`config.mk`:
```
export PLATFORM = sky130hd
export DESIGN_NAME = ldst_range_watch
export DESIGN_NICKNAME = d
export VERILOG_FILES = /design/src/rtl/lsw_pkg.sv /design/src/rtl/lsw_rng_cmp.sv /design/src/rtl/lsw_data_cmp.sv /design/src/rtl/lsw_cfg_regs.sv /design/src/rtl/ldst_range_watch.sv
export SDC_FILE = /design/constraint.sdc
export NUM_CORES = 1
export LEC_CHECK = 0
export ABC_AREA = 1
export BUFFER_PORTS_ARGS = -buffer_cell sky130_fd_sc_hd__buf_2
export CORE_MARGIN = 2
export CORE_UTILIZATION = 45
export CTS_CLUSTER_SIZE = 14
export DETAILED_ROUTE_END_ITERATION = 10
export PLACE_DENSITY = 0.7
export SLEW_MARGIN = 25
export SYNTH_ARGS = -nofsm -noshare
export SYNTH_HDL_FRONTEND = slang
export SYNTH_SLANG_ARGS = --single-unit
```
`constraint.sdc`:
```
create_clock -name clk -period 3 [get_ports clk]
set_clock_uncertainty 0.1 [all_clocks]
set_input_delay 0 -clock clk [delete_from_list [all_inputs] [get_ports clk]]
set_output_delay 0 -clock clk [all_outputs]
set_load 0.01 [all_outputs]
```
`src/rtl/lsw_pkg.sv`:
```
package lsw_pkg;
  typedef enum logic { REL_LT = 1'b0, REL_GT = 1'b1 } rel_e;

  localparam logic [2:0] SEL_AREF_A = 3'd0;
  localparam logic [2:0] SEL_AREF_B = 3'd1;
  localparam logic [2:0] SEL_DREF_A = 3'd2;
  localparam logic [2:0] SEL_DREF_B = 3'd3;
  localparam logic [2:0] SEL_CTRL   = 3'd4;
  localparam logic [2:0] SEL_STAT   = 3'd5;

  localparam int CTL_HALF = 4;
  localparam int CTL_AEN  = 5;
  localparam int CTL_DEN  = 6;
  localparam int CTL_MSK  = 8;
endpackage

```
`src/rtl/lsw_rng_cmp.sv`:
```
module lsw_rng_cmp #(
  parameter int W = 32
) (
  input  logic [W-1:0] val,
  input  logic [W-1:0] refv,
  input  lsw_pkg::rel_e rel,
  output logic         hit
);
  always_comb begin
    if (rel == lsw_pkg::REL_GT) hit = (val > refv);
    else                        hit = (val < refv);
  end
endmodule

```
`src/rtl/lsw_data_cmp.sv`:
```
module lsw_data_cmp #(
  parameter int DW     = 32,
  parameter int LANE_W = 16
) (
  input  logic [DW-1:0]   data,
  input  logic [DW-1:0]   refv,
  input  logic [DW/8-1:0] bmask,
  input  lsw_pkg::rel_e   rel,
  output logic [DW/LANE_W-1:0] lane_hit,
  output logic            word_hit
);
  localparam int NB    = DW / 8;
  localparam int LANES = DW / LANE_W;

  logic [DW-1:0] keep;
  logic [DW-1:0] d_m;
  logic [DW-1:0] r_m;

  for (genvar b = 0; b < NB; b++) begin : g_byte
    assign keep[8*b +: 8] = {8{~bmask[b]}};
  end

  assign d_m = data & keep;
  assign r_m = refv & keep;

  lsw_rng_cmp #(.W(DW)) u_word (
    .val(d_m), .refv(r_m), .rel(rel), .hit(word_hit)
  );

  for (genvar l = 0; l < LANES; l++) begin : g_lane
    lsw_rng_cmp #(.W(LANE_W)) u_lane (
      .val (d_m[LANE_W*l +: LANE_W]),
      .refv(r_m[LANE_W*l +: LANE_W]),
      .rel (rel),
      .hit (lane_hit[l])
    );
  end
endmodule

```
`src/rtl/lsw_cfg_regs.sv`:
```
module lsw_cfg_regs #(
  parameter int AW = 32,
  parameter int DW = 32,
  parameter int WW = 32
) (
  input  logic          clk,
  input  logic          rst,
  input  logic          we,
  input  logic [2:0]    sel,
  input  logic [WW-1:0] wdata,
  output logic [AW-1:0] aref_a,
  output logic [AW-1:0] aref_b,
  output logic [DW-1:0] dref_a,
  output logic [DW-1:0] dref_b,
  output logic [15:0]   ctrl,
  output logic          clr_req
);
  import lsw_pkg::*;

  always_ff @(posedge clk) begin
    if (rst) begin
      aref_a <= '0;
      aref_b <= '0;
      dref_a <= '0;
      dref_b <= '0;
      ctrl   <= '0;
    end else if (we) begin
      case (sel)
        SEL_AREF_A: aref_a <= wdata[AW-1:0];
        SEL_AREF_B: aref_b <= wdata[AW-1:0];
        SEL_DREF_A: dref_a <= wdata[DW-1:0];
        SEL_DREF_B: dref_b <= wdata[DW-1:0];
        SEL_CTRL:   ctrl   <= wdata[15:0];
        default: ;
      endcase
    end
  end

  assign clr_req = we && (sel == SEL_STAT) && wdata[0];
endmodule

```
`src/rtl/ldst_range_watch.sv`:
```
module ldst_range_watch #(
  parameter int AW     = 32,
  parameter int DW     = 32,
  parameter int LANE_W = 16,
  localparam int WW    = (AW > DW) ? AW : DW
) (
  input  logic          clk,
  input  logic          rst,
  input  logic          cfg_we,
  input  logic [2:0]    cfg_sel,
  input  logic [WW-1:0] cfg_wdata,
  input  logic          acc_valid,
  input  logic [AW-1:0] acc_addr,
  input  logic [DW-1:0] acc_data,
  input  logic          ri_bit,
  input  logic          gate_mode,
  output logic          wp_pulse,
  output logic          bp_pulse,
  output logic          sticky_hit
);
  import lsw_pkg::*;

  localparam int NB    = DW / 8;
  localparam int LANES = DW / LANE_W;

  logic [AW-1:0] aref_a, aref_b;
  logic [DW-1:0] dref_a, dref_b;
  logic [15:0]   ctrl;
  logic          clr_req;

  lsw_cfg_regs #(.AW(AW), .DW(DW), .WW(WW)) u_cfg (
    .clk(clk), .rst(rst), .we(cfg_we), .sel(cfg_sel), .wdata(cfg_wdata),
    .aref_a(aref_a), .aref_b(aref_b), .dref_a(dref_a), .dref_b(dref_b),
    .ctrl(ctrl), .clr_req(clr_req)
  );

  logic ahit_a, ahit_b;
  lsw_rng_cmp #(.W(AW)) u_acmp_a (
    .val(acc_addr), .refv(aref_a), .rel(rel_e'(ctrl[0])), .hit(ahit_a)
  );
  lsw_rng_cmp #(.W(AW)) u_acmp_b (
    .val(acc_addr), .refv(aref_b), .rel(rel_e'(ctrl[1])), .hit(ahit_b)
  );

  logic [LANES-1:0] lane_a, lane_b;
  logic             word_a, word_b;
  lsw_data_cmp #(.DW(DW), .LANE_W(LANE_W)) u_dcmp_a (
    .data(acc_data), .refv(dref_a), .bmask(ctrl[CTL_MSK +: NB]),
    .rel(rel_e'(ctrl[2])), .lane_hit(lane_a), .word_hit(word_a)
  );
  lsw_data_cmp #(.DW(DW), .LANE_W(LANE_W)) u_dcmp_b (
    .data(acc_data), .refv(dref_b), .bmask(ctrl[CTL_MSK+NB +: NB]),
    .rel(rel_e'(ctrl[3])), .lane_hit(lane_b), .word_hit(word_b)
  );

  logic addr_win, data_win, hit_c, gate_ok;

  always_comb begin
    addr_win = !ctrl[CTL_AEN] || (ahit_a && ahit_b);
    if (!ctrl[CTL_DEN])       data_win = 1'b1;
    else if (ctrl[CTL_HALF])  data_win = |(lane_a & lane_b);
    else                      data_win = word_a && word_b;
    hit_c   = acc_valid && addr_win && data_win;
    gate_ok = !gate_mode || ri_bit;
  end

  always_ff @(posedge clk) begin
    if (rst) begin
      wp_pulse   <= 1'b0;
      bp_pulse   <= 1'b0;
      sticky_hit <= 1'b0;
    end else begin
      wp_pulse <= hit_c;
      bp_pulse <= hit_c && gate_ok;
      if (hit_c)        sticky_hit <= 1'b1;
      else if (clr_req) sticky_hit <= 1'b0;
    end
  end
endmodule

```
==> results.yml, run 1 <==
cts:
  cts_tree: "yes"
  clk_latency_ns: 0.43
  cts.sinks: 146
  postCtsSetupBuffers: 0
  clock-root-buffer: "clkbuf_16"
  clockBufferDepth: 2
  cts-htree-levels: 4
  cts_buffers: 17
  clkSlewWorstSetupHoldPaths_ns: 0.06
timing:
  fmax_mhz: 393.8
  final.period_utilization_pct: 84.65
  relSlewSlack_pct: 35.58
  hold_viol_final: 0
  setup_viol: 0
  period_minus_slack_ns: 2.539
  slew_viol_final: 0
  worstMarginPinSlew_ns: 0.9603
  rsz0062_at_grt: "false"
  setup_tns_ns: 0
die:
  io_pins: 108
  start_util_pct: 46.12
  die-area_um2: 21160
  die_h_um: 145.5
  core_um2: 19530
  die_w_um: 145.5
  placementRows: 51
power:
  total_leakage_power_nw: 4.839
  switchingPower_mw: 1.408
  switching_share_pct: 27.60
  seqPwrFrac_pct: 40.2
  pwr-share-comb_pct: 16.9
  p_clk_share_pct: 42.9
  p_per_area_nw_per_um2: 474.1
  power_mw: 5.101
  irDropWorstVdd_mv: 0.4326
  internal_power_mw: 3.693
finish:
  finalNonFillerCells: 1698
  area_growth_pct: 19.46
  stdcell_area_um2: 10760
  drive_gt1_share_pct: 12.22
  fillers: 1902
  fin_nets: 1654
  finalCoreUtilization_pct: 55.10
worst_setup_path:
  r2r_slack_ns: 0.46
  cp.required_ns: 3.21
  critPathCaptureType: "flop"
  start_kind: "flop"
  arrival_ns: 2.75
  path_class: "reg -> reg"
  path_max_fanout: 9
logic_synthesis:
  synth_fa_ha_area_share_pct: 18.06
  synth-simple-area-share_pct: 19.88
  synth-compound-area-share_pct: 19.71
  yosysSeqAreaShare_pct: 32.45
  synth_area_leaders: "dfxtp_1, ha_1, a21oi_1, nand2_1, o21ai_0"
  ys_types: 30
  netlist_area_um2: 9006
  avgSynthCellArea_um2: 6.949
  synth_top_area_share_pct: 32.45
  syn-num-nets: 1531
  ys_seq_elements: 146
  yosysTopAreaCell: "dfxtp_1"
  synthXorXnorAreaFrac_pct: 0
  synthMuxAreaShare_pct: 0
  yosys_warnings: 0
  synth_cells: 1296
  synth_top_family_by_area: "simple AND/OR/NAND/NOR gates"
routing:
  drc_errors: 0
  vias: 8593
  via_per_inst: 5.061
  firstDrtPassIters: 5
  routed_wl_mm: 24.06
  routedWlPerCell_um: 14.17
  first_iter_violations: 451
  detail-route-antenna-nets: 0
global_route:
  grt_start_max_net_pins: 72
  grt_pass1_vias: 8200
  grt_pass1_wl_mm: 39.52
  antenna_found_initial: 1
  grt.overflow.total: 0
  grt_usage_pct: 23.02
placed_design:
  port_buffers: 107
  hpwl_mm: 17.61
  gp_congestion: 0.9641
  place_area_um2: 9743
  dpl.cell_count: 1624
outcome:
  outcome: "completed"
worst_hold_path:
  hold_path.class: "in -> reg"
job:
  drv_cap: 0
cells in the mapped netlist (all sizes together):
cell    instances
nand2b          1
dfxtp         146
inv           179
buf             1
nand3          19
nor3            5
a21oi         172
clkinv          9
o311ai          1
and3            1
o21a            5
and2            2
nor2          182
o21bai          2
clkbuf         48
o21ai         160
ha            130
nand2         220
nand4           8
a21o            5
worst paths after layout:
path | from | end | cells past startpoint
worst max-delay path | u_cfg.ctrl[11] | sticky_hit | 17
worst max register to register | u_cfg.ctrl[11] | sticky_hit | 17
worst min-delay path | cfg_wdata[27] | u_cfg.dref_a[27] | 4
worst min register to register | u_cfg.dref_b[14] | u_cfg.dref_b[14] | 2
layer usage:
| layer | global-route usage, % | up-vias | wire, um |
|---|---|---|---|
| li1 | - | 4446 | - |
| met1 | 29.51 | 3887 | 10840 |
| met2 | 39.12 | 222 | 11320 |
| met3 | 5.110 | 38 | 1457 |
| met4 | 6.324 | 0 | 446 |
| met5 | 0 | - | 0 |
critical path: stages, from the launching register on:
cell      delay, ns
dfxtp_1        0.50
clkinv_1       0.30
nand2_1        0.17
ha_1           0.26
nand2_1        0.07
inv_1          0.04
o21bai_1       0.11
nand2_1        0.07
nand2_1        0.06
nand2_1        0.06
a21oi_1        0.20
nand2_1        0.08
nand2_1        0.06
nand2_1        0.04
nand3_1        0.09
nand3_2        0.07
nand2_2        0.08
nand2_1        0.06
final cells by class:
type	count	area [um2]	area share (%)
clock buffers	19	442.9	4.117
inverters	188	705.7	6.559
clock inverters	13	160.2	1.489
well taps	265	331.6	3.082
multi-input cells	913	5197	48.31
flip-flops and latches	146	2923	27.17
diodes	1	2.502	0.02326
repair buffers	153	996.0	9.257
registers in the layout (all words and copies together), names as in the netlist:
name / count
u_cfg.aref_a: 32
u_cfg.aref_b: 32
u_cfg.dref_a: 32
u_cfg.dref_b: 32
u_cfg.ctrl: 15
bp_pulse: 1
sticky_hit: 1
wp_pulse: 1
metrics by stage:
stage	hold slack (ns)	setup WS, ns
after floorplan	-0.03093	0.7812
after global placement	0.1140	0.5823
after detailed placement	0.1177	0.5071
after CTS	0.2931	0.4827
after global routing	0.3243	0.1755
final	0.3127	0.4605
power groups by stage:
stage          Clock, mW  Sequential, mW  Combinational (mW)
5_1_grt             2.29            2.06               0.993
3_3_place_gp           0            2.09               0.787
3_5_place_dp           0            2.09               0.810
6_report            2.19            2.05               0.861
2_1_floorplan          0            2.07               0.557
4_1_cts             2.21            2.05               0.860
layout by cell type, fill, tap and decap left out, drive strengths merged:
cell,n
nand2b,1
dfxtp,146
inv,179
a21o,5
dlygate4sd3,41
o21ai,160
o21bai,2
ha,130
nand4,8
buf,112
bufinv,3
diode,1
nor2,182
a21oi,172
and3,1
o21a,5
nand3,19
clkinvlp,2
nand2,220
clkbuf,19
and2,2
o311ai,1
clkinv,17
nor3,5
cells by family after synthesis:
group / count (synthesis)
AOI/OAI and AO/OA: 345
DFF: 146
buffers and inverters: 237
and+or+nand+nor: 438
adders and majority gates: 130
what timing repair did:
item,in CTS,in global routing
gates resized for setup,0,0
endpoints found under the hold margin,145,0
hold buffers,41,0
Note: power is estimated with default switching activity, not from simulation.
==> run 2, diff against run 1 <==
--- a/config.mk
+++ b/config.mk
@@ -11,7 +11,7 @@
 export CORE_UTILIZATION = 45
 export CTS_CLUSTER_SIZE = 14
 export DETAILED_ROUTE_END_ITERATION = 10
-export PLACE_DENSITY = 0.7
+export PLACE_DENSITY = 0.73
 export SLEW_MARGIN = 25
 export SYNTH_ARGS = -nofsm -noshare
 export SYNTH_HDL_FRONTEND = slang
==> constraint.sdc (replaced) <==
create_clock -name clk -period 2.15 [get_ports clk]
set_clock_uncertainty 0.1 [all_clocks]
set_input_delay 0 -clock clk [delete_from_list [all_inputs] [get_ports clk]]
set_output_delay 0 -clock clk [all_outputs]
set_load 0.01 [all_outputs]
==> results.yml, run 2 (synthesized netlist as in run 1, its figures left out) <==
timing:
  setup_viol: 3
  slew_viol_final: 0
  relSlewSlack_pct: 37.00
  rsz0062_at_grt: "true"
  final.period_utilization_pct: 101.9
  worstMarginPinSlew_ns: 0.9436
  fmax_mhz: 456.7
  timing.final.ws_setup_ns: -0.03986
  hold_viol_final: 0
  period_minus_slack_ns: 2.190
routing:
  vias: 8723
  wl_met1_mm: 10.91
  firstDrtPassIters: 5
  wl_met2_mm: 12.01
  detail-route-antenna-nets: 0
  routed.top_layer: "met5"
  routed_wl_mm: 25.05
  drc_errors: 0
  routedWlPerCell_um: 14.55
  via_per_inst: 5.066
  first_iter_violations: 585
  routed-wl-met3_mm: 1.422
finish:
  fin_nets: 1678
  area_growth_pct: 25.77
  layout_common_cells: "nand2_1, inv_1, a21oi_1, nor2_1, dfxtp_1"
  stdcell_area_um2: 11330
  finalCoreUtilization_pct: 58.01
  final_common_cell: "nand2_1"
  drive_gt1_share_pct: 19.51
cts:
  cts.sinks: 146
  cts-htree-levels: 4
  cts_tree: "yes"
  clkSlewWorstSetupHoldPaths_ns: 0.06
  clk_latency_ns: 0.43
  clock-root-buffer: "clkbuf_16"
  cts_buffers: 17
  clockBufferDepth: 2
worst_hold_path:
  hold_path_depth: 4
  hold_path.class: "in -> reg"
  hold_end: "u_cfg.dref_a[27]"
  hold_start: "cfg_wdata[27]"
worst_setup_path:
  cpMostUsedCell: "nand2_1"
  path_max_fanout: 9
  arrival_ns: 2.40
  critPathCaptureType: "flop"
  crit_family: "simple AND/OR/NAND/NOR gates"
  cp_cell_sequence: "inv_4, nand2_1, ha_4, nand2_1, nor2_4, and2_4, and3_1, nand2_2, nand2_1, a21oi_2, nand3_1, nand3_2, nand2_2, nand2_1"
  crit_slowest_cell: "dfxtp_4"
  cp.required_ns: 2.36
  start_kind: "flop"
  path_buf_inv: 1
  reg2reg_to: "sticky_hit"
  slowest_delay_ns: 0.36
  r2r_slack_ns: -0.04
  path_class: "reg -> reg"
  rr_worst_depth: 14
  timing.rr.start: "u_cfg.ctrl[15]"
power:
  p_per_area_nw_per_um2: 632.3
  power_mw: 7.162
  irDropWorstVdd_mv: 0.5499
  total_leakage_power_nw: 5.016
placed_design:
  place_ws_ns: -0.05275
  hpwl_mm: 17.58
  place_area_um2: 9897
  gp_congestion: 0.8983
  port_buffers: 107
job:
  drv_cap: 0
die:
  die_h_um: 145.5
  start_util_pct: 46.12
  placementRows: 51
  core_um2: 19530
  die_w_um: 145.5
  io_pins: 108
  die-area_um2: 21160
outcome:
  violations: "setup timing"
  outcome: "finished with violations"
global_route:
  grt_start_max_net_pins: 65
  antenna_found_initial: 2
  grt_usage_pct: 23.37
  grt_pass1_vias: 8583
  grt_pass1_wl_mm: 40.35
  grt.overflow.total: 0
==> run 2: changes by cell type in the layout (fill, tap and decap cells not counted), sizes merged <==
cell / delta
buf: +23
bufinv: -1
clkbuf: +1
clkinv: -8
clkinvlp: +3
dlygate4sd3: +1
inv: +5
==> run 2: report_power, final <==
group | internal, mW | switching, mW
combinational | 0.571 | 0.785
clock | 1.74 | 1.21
sequential | 2.80 | 0.0501
total | 5.11 | 2.05
==> run 2: worst max-delay path by stage <==
stage	startpoint	endpoint	slack, ns	depth (start not counted)
after CTS	u_cfg.ctrl[15]	bp_pulse	0.008	13
after global routing	u_cfg.ctrl[13]	bp_pulse	-0.17	15
after floorplan	u_cfg.ctrl[11]	sticky_hit	0.004	18
after detailed placement	u_cfg.ctrl[15]	bp_pulse	-0.05	13
final	u_cfg.ctrl[15]	sticky_hit	-0.04	14
after global placement	u_cfg.ctrl[14]	sticky_hit	0.0001	18
==> run 2: tightest hold or removal path, stage by stage <==
cell and delay, ns:
dlygate4sd3_1 0.52, buf_2 0.13, nor2_1 0.05, nor2_1 0.08
==> run 2: timing repair <==
action | in CTS | in global routing
hold buffers | 42 | 0
setup endpoints to repair | 3 | 4
endpoints found under the hold margin | 145 | 0
pin swaps | 6 | 46
buffers inserted | 0 | 7
resized for setup | 15 | 95
==> run 2: final cells by class <==
type                            instances  area, um2
Multi-Input combinational cell        913       5518
Timing Repair Buffer                  177       1226
Clock buffer                           20      446.7
Sequential cell                       146       2943
Inverter                              188      728.2
Fill cell                            1813       8199
Antenna cell                            1      2.502
Tap cell                              265      331.6
Clock inverter                         12      131.4
==> run 2: layer usage <==
| metal | track usage (%) | vias up |
|---|---|---|
| met3 | 5.047 | 54 |
| li1 | - | 4499 |
| met2 | 40.28 | 241 |
| met1 | 29.05 | 3927 |
| met5 | 0 | - |
| met4 | 7.794 | 2 |
==> run 2: through the flow <==
stage                     instances  hold WS (ns)  setup TNS (ns)
final                          1722        0.2879        -0.09025
after global routing           1722        0.3335         -0.4907
after CTS                      1714        0.2731               0
after detailed placement       1640        0.1138         -0.1334
after global placement         1640        0.1152               0
after floorplan                1296      -0.03093               0
